<file path="config.mk">
export PLATFORM = sky130hd
export DESIGN_NAME = turbo_ext_seq
export DESIGN_NICKNAME = d
export VERILOG_FILES = /design/src/rtl/ext_ctrl_pkg.sv /design/src/rtl/ext_spram.sv /design/src/rtl/perm_table.sv /design/src/rtl/addr_delay.sv /design/src/rtl/turbo_ext_seq.sv
export SDC_FILE = /design/constraint.sdc
export NUM_CORES = 1
export LEC_CHECK = 0
export BUFFER_PORTS_ARGS = -buffer_cell sky130_fd_sc_hd__clkbuf_2
export CORE_ASPECT_RATIO = 0.6
export CORE_MARGIN = 3
export CORE_UTILIZATION = 23
export CTS_BUF_LIST = sky130_fd_sc_hd__clkbuf_2 sky130_fd_sc_hd__clkbuf_4 sky130_fd_sc_hd__clkbuf_8
export DETAILED_ROUTE_END_ITERATION = 12
export PLACE_DENSITY = 0.47
export SLEW_MARGIN = 0
export SYNTH_ARGS = -nofsm -noshare
export SYNTH_HDL_FRONTEND = slang
export SYNTH_SLANG_ARGS = --single-unit
</file>
<file path="constraint.sdc">
create_clock -name clk -period 3.8 [get_ports clk]
set_input_delay 0.19 -clock clk [delete_from_list [all_inputs] [get_ports clk]]
set_output_delay 0.19 -clock clk [all_outputs]
set_load 0.03 [all_outputs]
</file>
<file path="src/rtl/ext_ctrl_pkg.sv">
// Package: shared types of the extrinsic memory phase controller.
// Assumes nothing beyond IEEE 1800-2017 enums.
package ext_ctrl_pkg;

    // Controller sequencing states.
    typedef enum logic [1:0] {
        ST_IDLE  = 2'd0,
        ST_CLEAR = 2'd1,
        ST_RUN   = 2'd2,
        ST_DRAIN = 2'd3
    } ctrl_st_e;

endpackage

</file>
<file path="src/rtl/ext_spram.sv">
// Module: single-port extrinsic store with a registered read port.
// Assumes at most one of write or read per cycle; a write wins if both
// are raised. Contents are not reset: the controller clears them.
module ext_spram #(
    parameter int ADDR_W = 4,
    parameter int DATA_W = 8
) (
    input  logic              clk,
    input  logic              we,
    input  logic              re,
    input  logic [ADDR_W-1:0] addr,
    input  logic [DATA_W-1:0] wdata,
    output logic [DATA_W-1:0] rdata
);
    localparam int DEPTH = 1 << ADDR_W;

    logic [DATA_W-1:0] mem_q [DEPTH];

    // Single shared port: write or registered read.
    always_ff @(posedge clk) begin
        if (we) begin
            mem_q[addr] <= wdata;
        end else if (re) begin
            rdata <= mem_q[addr];
        end
    end
endmodule

</file>
<file path="src/rtl/perm_table.sv">
// Module: interleaver permutation table, one write port, one
// combinational read port. Assumes writes are only enabled by the owner
// when the table is not in use.
module perm_table #(
    parameter int ADDR_W = 4
) (
    input  logic              clk,
    input  logic              we,
    input  logic [ADDR_W-1:0] widx,
    input  logic [ADDR_W-1:0] wval,
    input  logic [ADDR_W-1:0] ridx,
    output logic [ADDR_W-1:0] rval
);
    localparam int DEPTH = 1 << ADDR_W;

    logic [ADDR_W-1:0] tbl_q [DEPTH];

    // Store one permutation entry.
    always_ff @(posedge clk) begin
        if (we) begin
            tbl_q[widx] <= wval;
        end
    end

    // Look up the permuted address for the current position.
    assign rval = tbl_q[ridx];
endmodule

</file>
<file path="src/rtl/addr_delay.sv">
// Module: DEPTH-stage valid/address delay line. It turns the address of
// each request into the write address of its answer DEPTH cycles later.
// Assumes DEPTH >= 1. busy is high while any stage holds a valid entry.
module addr_delay #(
    parameter int W     = 4,
    parameter int DEPTH = 4
) (
    input  logic         clk,
    input  logic         rst_n,
    input  logic         in_v,
    input  logic [W-1:0] in_d,
    output logic         out_v,
    output logic [W-1:0] out_d,
    output logic         busy
);
    logic [DEPTH-1:0] v_q;
    logic [W-1:0]     d_q [DEPTH];

    for (genvar i = 0; i < DEPTH; i++) begin : g_stage
        if (i == 0) begin : g_head
            // First stage takes the fresh request.
            always_ff @(posedge clk) begin
                if (!rst_n) v_q[i] <= 1'b0;
                else        v_q[i] <= in_v;
                d_q[i] <= in_d;
            end
        end else begin : g_body
            // Later stages shift the previous stage forward.
            always_ff @(posedge clk) begin
                if (!rst_n) v_q[i] <= 1'b0;
                else        v_q[i] <= v_q[i-1];
                d_q[i] <= d_q[i-1];
            end
        end
    end

    assign out_v = v_q[DEPTH-1];
    assign out_d = d_q[DEPTH-1];
    assign busy  = |v_q;
endmodule

</file>
<file path="src/rtl/turbo_ext_seq.sv">
// Module: extrinsic memory phase controller for a serial Turbo decoder.
// Runs iter_num iterations, each a sequential pass then an interleaved
// pass, over a single-port store with one read slot and one write slot
// per bit, writing each answer back to the address it was read from.
// Assumes: LAT is even and >= 2 (answers fall in write slots), the SISO
// answers every request exactly LAT cycles later, 1 <= blk_len <= 2^ADDR_W,
// and table entries 0..N-1 hold a permutation of 0..N-1.
module turbo_ext_seq
    import ext_ctrl_pkg::*;
#(
    parameter int ADDR_W = 4,
    parameter int DATA_W = 8,
    parameter int ITER_W = 3,
    parameter int LAT    = 4
) (
    input  logic              clk,
    input  logic              rst_n,
    input  logic              start,
    input  logic [ADDR_W:0]   blk_len,
    input  logic [ITER_W-1:0] iter_num,
    input  logic              tbl_we,
    input  logic [ADDR_W-1:0] tbl_idx,
    input  logic [ADDR_W-1:0] tbl_val,
    output logic              siso_req,
    output logic [ADDR_W-1:0] siso_idx,
    output logic              siso_phase,
    output logic [DATA_W-1:0] siso_apri,
    input  logic              siso_vld,
    input  logic [DATA_W-1:0] siso_ext,
    output logic              done
);
    localparam int CNT_W = ADDR_W + 1;

    ctrl_st_e          st_q;
    logic [CNT_W-1:0]  n_q;
    logic [CNT_W-1:0]  k_q;
    logic [ITER_W-1:0] iters_q;
    logic [ITER_W-1:0] iter_q;
    logic              phase_q;
    logic              slot_q;
    logic [ADDR_W-1:0] clr_q;
    logic              done_q;

    logic              rd_v_q;
    logic [ADDR_W-1:0] rd_idx_q;
    logic [ADDR_W-1:0] rd_addr_q;

    logic              rd_en;
    logic [ADDR_W-1:0] perm_addr;
    logic [ADDR_W-1:0] rd_addr;
    logic              clearing;
    logic              last_clr;
    logic              tbl_we_ok;
    logic              wr_v;
    logic [ADDR_W-1:0] wr_addr;
    logic              dly_busy;
    logic              mem_we;
    logic              mem_re;
    logic [ADDR_W-1:0] mem_addr;
    logic [DATA_W-1:0] mem_wdata;
    logic [DATA_W-1:0] mem_rdata;

    // Read slot: even slot of a run pass while positions remain.
    assign rd_en     = (st_q == ST_RUN) && !slot_q && (k_q != n_q);
    assign rd_addr   = phase_q ? perm_addr : k_q[ADDR_W-1:0];
    assign clearing  = (st_q == ST_CLEAR);
    assign last_clr  = ({1'b0, clr_q} == (n_q - CNT_W'(1)));
    assign tbl_we_ok = tbl_we && (st_q == ST_IDLE);

    // Port arbitration for the single-port store.
    assign mem_we    = clearing || (siso_vld && wr_v);
    assign mem_re    = rd_en;
    assign mem_addr  = clearing ? clr_q : (mem_we ? wr_addr : rd_addr);
    assign mem_wdata = clearing ? '0 : siso_ext;

    perm_table #(.ADDR_W(ADDR_W)) u_tbl (
        .clk  (clk),
        .we   (tbl_we_ok),
        .widx (tbl_idx),
        .wval (tbl_val),
        .ridx (k_q[ADDR_W-1:0]),
        .rval (perm_addr)
    );

    ext_spram #(.ADDR_W(ADDR_W), .DATA_W(DATA_W)) u_mem (
        .clk   (clk),
        .we    (mem_we),
        .re    (mem_re),
        .addr  (mem_addr),
        .wdata (mem_wdata),
        .rdata (mem_rdata)
    );

    addr_delay #(.W(ADDR_W), .DEPTH(LAT)) u_dly (
        .clk   (clk),
        .rst_n (rst_n),
        .in_v  (rd_v_q),
        .in_d  (rd_addr_q),
        .out_v (wr_v),
        .out_d (wr_addr),
        .busy  (dly_busy)
    );

    // Main sequencer: clear, run passes, drain, hand over, finish.
    always_ff @(posedge clk) begin
        if (!rst_n) begin
            st_q    <= ST_IDLE;
            n_q     <= '0;
            k_q     <= '0;
            iters_q <= '0;
            iter_q  <= '0;
            phase_q <= 1'b0;
            slot_q  <= 1'b0;
            clr_q   <= '0;
            done_q  <= 1'b0;
        end else begin
            done_q <= 1'b0;
            case (st_q)
                ST_IDLE: begin
                    if (start) begin
                        n_q     <= blk_len;
                        iters_q <= iter_num;
                        clr_q   <= '0;
                        st_q    <= ST_CLEAR;
                    end
                end
                ST_CLEAR: begin
                    clr_q <= clr_q + ADDR_W'(1);
                    if (last_clr) begin
                        iter_q  <= '0;
                        phase_q <= 1'b0;
                        k_q     <= '0;
                        slot_q  <= 1'b0;
                        if (iters_q == '0) begin
                            done_q <= 1'b1;
                            st_q   <= ST_IDLE;
                        end else begin
                            st_q <= ST_RUN;
                        end
                    end
                end
                ST_RUN: begin
                    slot_q <= ~slot_q;
                    if (rd_en) k_q <= k_q + CNT_W'(1);
                    if (k_q == n_q) st_q <= ST_DRAIN;
                end
                ST_DRAIN: begin
                    if (!rd_v_q && !dly_busy) begin
                        k_q    <= '0;
                        slot_q <= 1'b0;
                        if (!phase_q) begin
                            phase_q <= 1'b1;
                            st_q    <= ST_RUN;
                        end else if (iter_q == iters_q - ITER_W'(1)) begin
                            done_q <= 1'b1;
                            st_q   <= ST_IDLE;
                        end else begin
                            iter_q  <= iter_q + ITER_W'(1);
                            phase_q <= 1'b0;
                            st_q    <= ST_RUN;
                        end
                    end
                end
                default: st_q <= ST_IDLE;
            endcase
        end
    end

    // Request stage: remember what the read slot fetched.
    always_ff @(posedge clk) begin
        if (!rst_n) begin
            rd_v_q <= 1'b0;
        end else begin
            rd_v_q <= rd_en;
        end
        if (rd_en) begin
            rd_idx_q  <= k_q[ADDR_W-1:0];
            rd_addr_q <= rd_addr;
        end
    end

    assign siso_req   = rd_v_q;
    assign siso_idx   = rd_idx_q;
    assign siso_phase = phase_q;
    assign siso_apri  = mem_rdata;
    assign done       = done_q;
endmodule

</file>
Word level (Yosys, flattened, before mapping) --
Memory sizes are Yosys's and may differ from the RTL's. A register that Yosys moved wholly into a read port is not among the register bits. Index checks and enable logic that the tools add are counted.
Storage, ports and cells: register bits 38, memory bits (writable) 208, bits of input ports 29, output and inout port bits 15, word-level logic and storage cells 104, memories kept 3
Memories:
- u_mem.mem_q | depth 16, width 8, read ports 1, clocked after memory_dff 1, write ports 1, line ext_spram.sv:17 | logic [DATA_W-1:0] mem_q [DEPTH];
- u_tbl.tbl_q | depth 16, width 4, read ports 1, clocked after memory_dff 1, write ports 1, line perm_table.sv:16 | logic [ADDR_W-1:0] tbl_q [DEPTH];
- u_dly.d_q | depth 4, width 4, read ports 4, clocked after memory_dff 0, write ports 4, line addr_delay.sv:17 | logic [W-1:0] d_q [DEPTH];
Operators by class: add/subtract/negate cells 5, equal/unequal tests 14, muxes and demuxes 41, bitwise gates (word level) 2, reductions and logical operators 23
Operator list (number):
- $mux W4 | 6
- $mux W5 | 3
- $pmux W5 S3 | 1
- $mux W2 | 7
- $mux W1 | 13
- $mux W3 | 4
- $ne A2 B2 Y1 const B | 5
- $mux W8 | 1
- $pmux W2 S4 | 1
- $pmux W4 S2 | 1
- $reduce_and A4 Y1 | 2
- $pmux W3 S2 | 1
- $reduce_and A2 Y1 | 3
- $reduce_and A3 Y1 | 2
- $add A5 B1 Y5 const B | 1
- $eq A4 B5 Y1 | 1
- $eq A5 B5 Y1 | 1
- $logic_and A1 B1 Y1 | 5
- $ne A5 B5 Y1 | 1
- $reduce_and A5 Y1 | 1
- $sub A5 B1 Y5 const B | 1
- $add A4 B1 Y4 const B | 1
- $eq A2 B2 Y1 const B | 2
- $ne A2 B1 Y1 const B | 2
- other kinds (14) | 19

Logic depth before layout (Yosys ltp) --
word-level depth 7, mapped depth 11

By module --
A second synthesis with hierarchy kept.
Second synthesis, totals: cell total of the unflattened synthesis 600, area total of the unflattened synthesis 10109.7 um^2
Modules (own cells, without submodules):
- ext_spram | times used 1, cells an instance 231, area each 5153.7 um^2
- perm_table | times used 1, cells an instance 126, area each 2586.2 um^2
- turbo_ext_seq | times used 1, cells an instance 218, area each 1935.6 um^2
- addr_delay | times used 1, cells an instance 25, area each 434.2 um^2

Worst setup path after synthesis --
No wires, ideal clock.
path kind register to register, start point reg (tool-made name), end point mem u_mem.mem_q[10][0] (enable), data arrival time 2512 ps, data required time 3430 ps, slack 918 ps, cell stages (with the launch flop) 10, path buffers 3, cells stage by stage dfxtp_1 -> buf_6 -> buf_6 -> mux4_2 -> a2bb2oi_1 -> a211o_1 -> o21ai_2 -> clkbuf_1 -> nand2_1 -> nor2_1
RTL lines (line):
- end, declared | ext_spram.sv:17

==> impl_summary.md <==
Status
The run finished with clean final reports.

Die
The full die area is between 40,000 and 50,000 sq um. From bottom edge to top edge, the die measures about 170 um. The floorplan has 60 rows. For this configuration, the core starts out at a cell density of 0.2346.

After floorplanning, the core was sized to cover 45,120 sq um. Pin placement for this block handled 44 I/O pins. The width of the die is 282.9 um.

Critical path
Traced cell by cell, the critical path runs through buf_4 > mux4_2 > nand3_1 > a31oi_4 > or2_2 > buf_12 > mux2i_1 > o22a_1 > nand4_1. The required time at the endpoint of the critical path is 4100 ps. The category of cells accounting for the largest share of critical-path delay is multiplexers. Of all nets on the critical path, the largest fanout is 48. In this run the register-to-register setup slack is 450 ps. Together, buffers and inverters on the worst path number 2.

The worst-case reg-to-reg path depth is 9. The critical path start-end classification is flop to flop. The slowest stage of the critical path belongs to the cell mux2i_1. For this run, the slowest stage of the critical path takes 600 ps. The kind of capture point of the worst setup path is a flop. The reg-to-reg endpoint is u_mem.rdata[2]$_DFFE_PP_.

The worst setup path is launched from a flop. The critical path arrival is 3640 ps.

Global route
The global-route track usage on met2 is 0.1426. After global routing the overflow that remains totals 0. For this run, the total global-route usage over all layers was measured as 0.1168. Entering global routing, the biggest net connects 49 pins. The most congested layer reported by global routing is met1.

For this run, global-route usage on met3 was measured as 0.03623. The first global-routing pass estimated 42,340 um of wire. The initial antenna violation count was 2. In the global route stage, met1 resource usage came out at 0.1895. The via count of the first global-routing pass is around 6,400.

STA
The final-report max-slew violation count came to 0. Clock skew on the completed layout was measured at 23.58 ps. The final-report setup violation count is 0. The final count of hold timing violations is 0.

The worst slew slack as a fraction of its limit is 0.4171. Counting I/O delays and the setup requirement, the final critical path takes about 3300 ps. The period utilization is 0.8811. The sum of negative setup slack is 0 ps. The timing-limited maximum frequency is 298.7 MHz. The measured slew at the worst slew-check pin is 874.4 ps. Setup repair after global routing left no endpoint under its margin.

Clock network
The CTS clock-pin slew for the worst setup and hold paths is approximately 70 ps. TritonCTS built the clock tree. The CTS buffer count is 41. Clock tree synthesis found a total of ~260 sinks. The count of H-tree levels built during CTS is 2. The clock tree buffer depth is 3. CTS placed an instance of clkbuf_8 at the clock tree root.

The clock reaches the later pin of the worst-skew pair after 560 ps. Once the clock tree was built, the resizer swapped 0 gates to a different size.

Power
The power per standard cell area is 459.1 nW/um^2. The static leakage is just over 4 nW. The worst voltage drop across the vdd grid is 175.7 uV.

Final layout
Leaving out fill and tap cells, the most frequent cell in the layout is edfxtp_1. The total number of nets in the final design is 853. For this run, the share of the core covered by cells in the final layout is 0.2789. The area growth from synthesis to layout is 18.90%.

Of the cells placed in the final design, the portion with a size suffix greater than 1 is 0.2047. The library cells used most frequently in the layout, excluding fill and tap cells, are 208 x edfxtp_1, 50 x dfxtp_1, 49 x nand2_1, 46 x nor2_1.

Drt
The number of iterations in the first detailed-routing pass is 5. The number of nets with antenna violations after detailed routing is 0. The per-cell routed wire length is 19.30 um.

The total DRC errors in the routed layout is 0. The total number of vias is 6,515. The final wirelength is approximately 28,000 um.

The number of DRC markers after the initial detailed-route iteration is between 500 and 600. Dividing the detail-routed via count by the number of cells gives 4.441.

Synth
The post-synthesis sequential area ratio is 0.6847. The count of cell types in the netlist is between 50 and 60. The number of cells produced by synthesis is 722. The dominant cell type by area after synthesis is edfxtp_1. The number of warnings reported in the yosys synthesis log is 0. The cell area after technology mapping is ~11,000 sq um. After synthesis, the mean cell area works out to roughly 15 sq um. By area the synthesized netlist is led by edfxtp_1 59%, dfxtp_1 9.5%, mux2i_1 4.1%. The number of flip-flops and latches in the synthesized netlist is 258. The post-synth net total is 757.

For this run, the leading register cell type out of synthesis is edfxtp_1. The number of enable flip-flop cells after synthesis is 208. Of the post-synthesis cell area, the dominant cell type holds 0.5901. After synthesis, the share of flip-flops with an asynchronous set or reset is 0.

Place
The wire-length estimate of the detail-placed layout is 20,030 um. During placement, the flow inserted port buffers numbering 43. Routability-driven placement finished with a final weighted congestion of 0.7913.

Min path
The worst-case hold path end point is u_tbl.tbl_q[11][1]$_DFFE_PP_. Counting instances, the worst hold path has a depth of 1. The startpoint identified for the worst hold timing path is tbl_val[1]. The classification of the worst-slack hold path is input port to flop.

Flow run
The max capacitance violation total is 0.
==> where the power goes <==
group / leakage [nW] / internal, mW / switching, mW
clock network: 0.420 / 1.28 / 1.07
registers: 2.29 / 3.10 / 0.0183
logic: 1.39 / 0.106 / 0.210
total: 4.11 / 4.48 / 1.30
==> synth_stat cells, types with 2 or more instances <==
master / number
edfxtp_1: 208
dfxtp_1: 50
nand2_1: 49
nor2_1: 46
mux2i_1: 43
clkbuf_1: 21
nor3_1: 21
and2_1: 19
nand3_1: 17
a211oi_1: 15
mux4_2: 15
o211ai_1: 15
o221ai_1: 15
o22a_1: 15
mux2_1: 14
nand4_1: 13
a21boi_0: 11
a21oi_1: 11
inv_1: 11
xnor2_1: 9
xor2_1: 9
buf_2: 7
nand2b_1: 7
and3_1: 6
ha_1: 6
nor2b_1: 5
o21ai_0: 5
o21ai_1: 5
buf_6: 4
mux2_2: 4
a211o_1: 3
buf_4: 3
o31ai_1: 3
or2_1: 3
or4_1: 3
a21o_1: 2
a2bb2oi_1: 2
a31oi_1: 2
nand3b_1: 2
o2111ai_1: 2
o22ai_1: 2
or3_1: 2
==> metrics by stage <==
stage | std cells | instance area [sq um] | total power, mW | hold slack, ps | setup slack, ps
finish | 1467 | 12580 | 5.778 | 60.24 | 452.0
global placement | 1386 | 11700 | 3.482 | 310.8 | 503.7
detailed placement | 1386 | 11700 | 3.484 | 312.1 | 518.4
CTS | 1465 | 12580 | 5.856 | 20.41 | 518.5
global route | 1465 | 12580 | 6.034 | 49.66 | 200.0
floorplan | 722 | 10580 | 3.356 | 288.9 | 917.6
==> area by class of cell <==
type,count,area [sq um]
fillers,4615,32530
flip-flops and latches,258,7247
multi-input cells,417,3117
well taps,620,775.7
clock buffers,60,719.4
repair buffers,88,600.6
clock inverters,10,75.07
inverters,12,45.04
diodes,2,5.005
==> how the worst max path moves through the flow <==
stage | from | end | slack, ps | cells past startpoint
final | flop | u_mem.rdata[2]$_DFFE_PP_ | 450 | 9
after global routing | st_q[0]$_SDFFE_PN0P_ | u_mem.rdata[5]$_DFFE_PP_ | 200 | 8
after CTS | st_q[0]$_SDFFE_PN0P_ | u_mem.rdata[3]$_DFFE_PP_ | 520 | 8
after detailed placement | flop | u_mem.rdata[6]$_DFFE_PP_ | 520 | 9
after global placement | st_q[0]$_SDFFE_PN0P_ | u_mem.rdata[0]$_DFFE_PP_ | 500 | 8
after floorplan | flop | u_mem.mem_q[10][0]$_DFFE_PP_ | 920 | 9
==> routing by layer <==
| metal | share of wire | up-vias |
|---|---|---|
| met5 | 0 | - |
| met4 | 0.015 | 0 |
| met3 | 0.086 | 42 |
| met2 | 0.35 | 225 |
| met1 | 0.55 | 3245 |
| li1 | - | 3003 |
==> flip-flops by register name, indices dropped and copies added, names as in the netlist, 2 cells and up, named ones only <==
signal / count
clr_q: 4
iter_q: 3
iters_q: 3
k_q: 5
n_q: 5
rd_addr_q: 4
siso_idx: 4
st_q: 2
u_dly.d_q: 16
u_dly.v_q: 3
u_mem.mem_q: 128
u_mem.rdata: 8
u_tbl.tbl_q: 64
==> logic make-up after synthesis <==
kind of cell | after synthesis | share of synthesized area
AOI/OAI and AO/OA | 121 | 0.08973
buffers and inverters | 47 | 0.02140
xor gates and xnor gates | 18 | 0.01490
adders and majority gates | 6 | 0.007093
DFF | 258 | 0.6847
and+or+nand+nor | 196 | 0.09044
muxes | 76 | 0.09174
==> repair_timing <==
| item | CTS | global route |
|---|---|---|
| buffers inserted | 0 | 0 |
| hold endpoints to repair | 9 | 0 |
| hold buffers | 9 | 0 |
No activity file was read; power rests on OpenSTA's default activity.
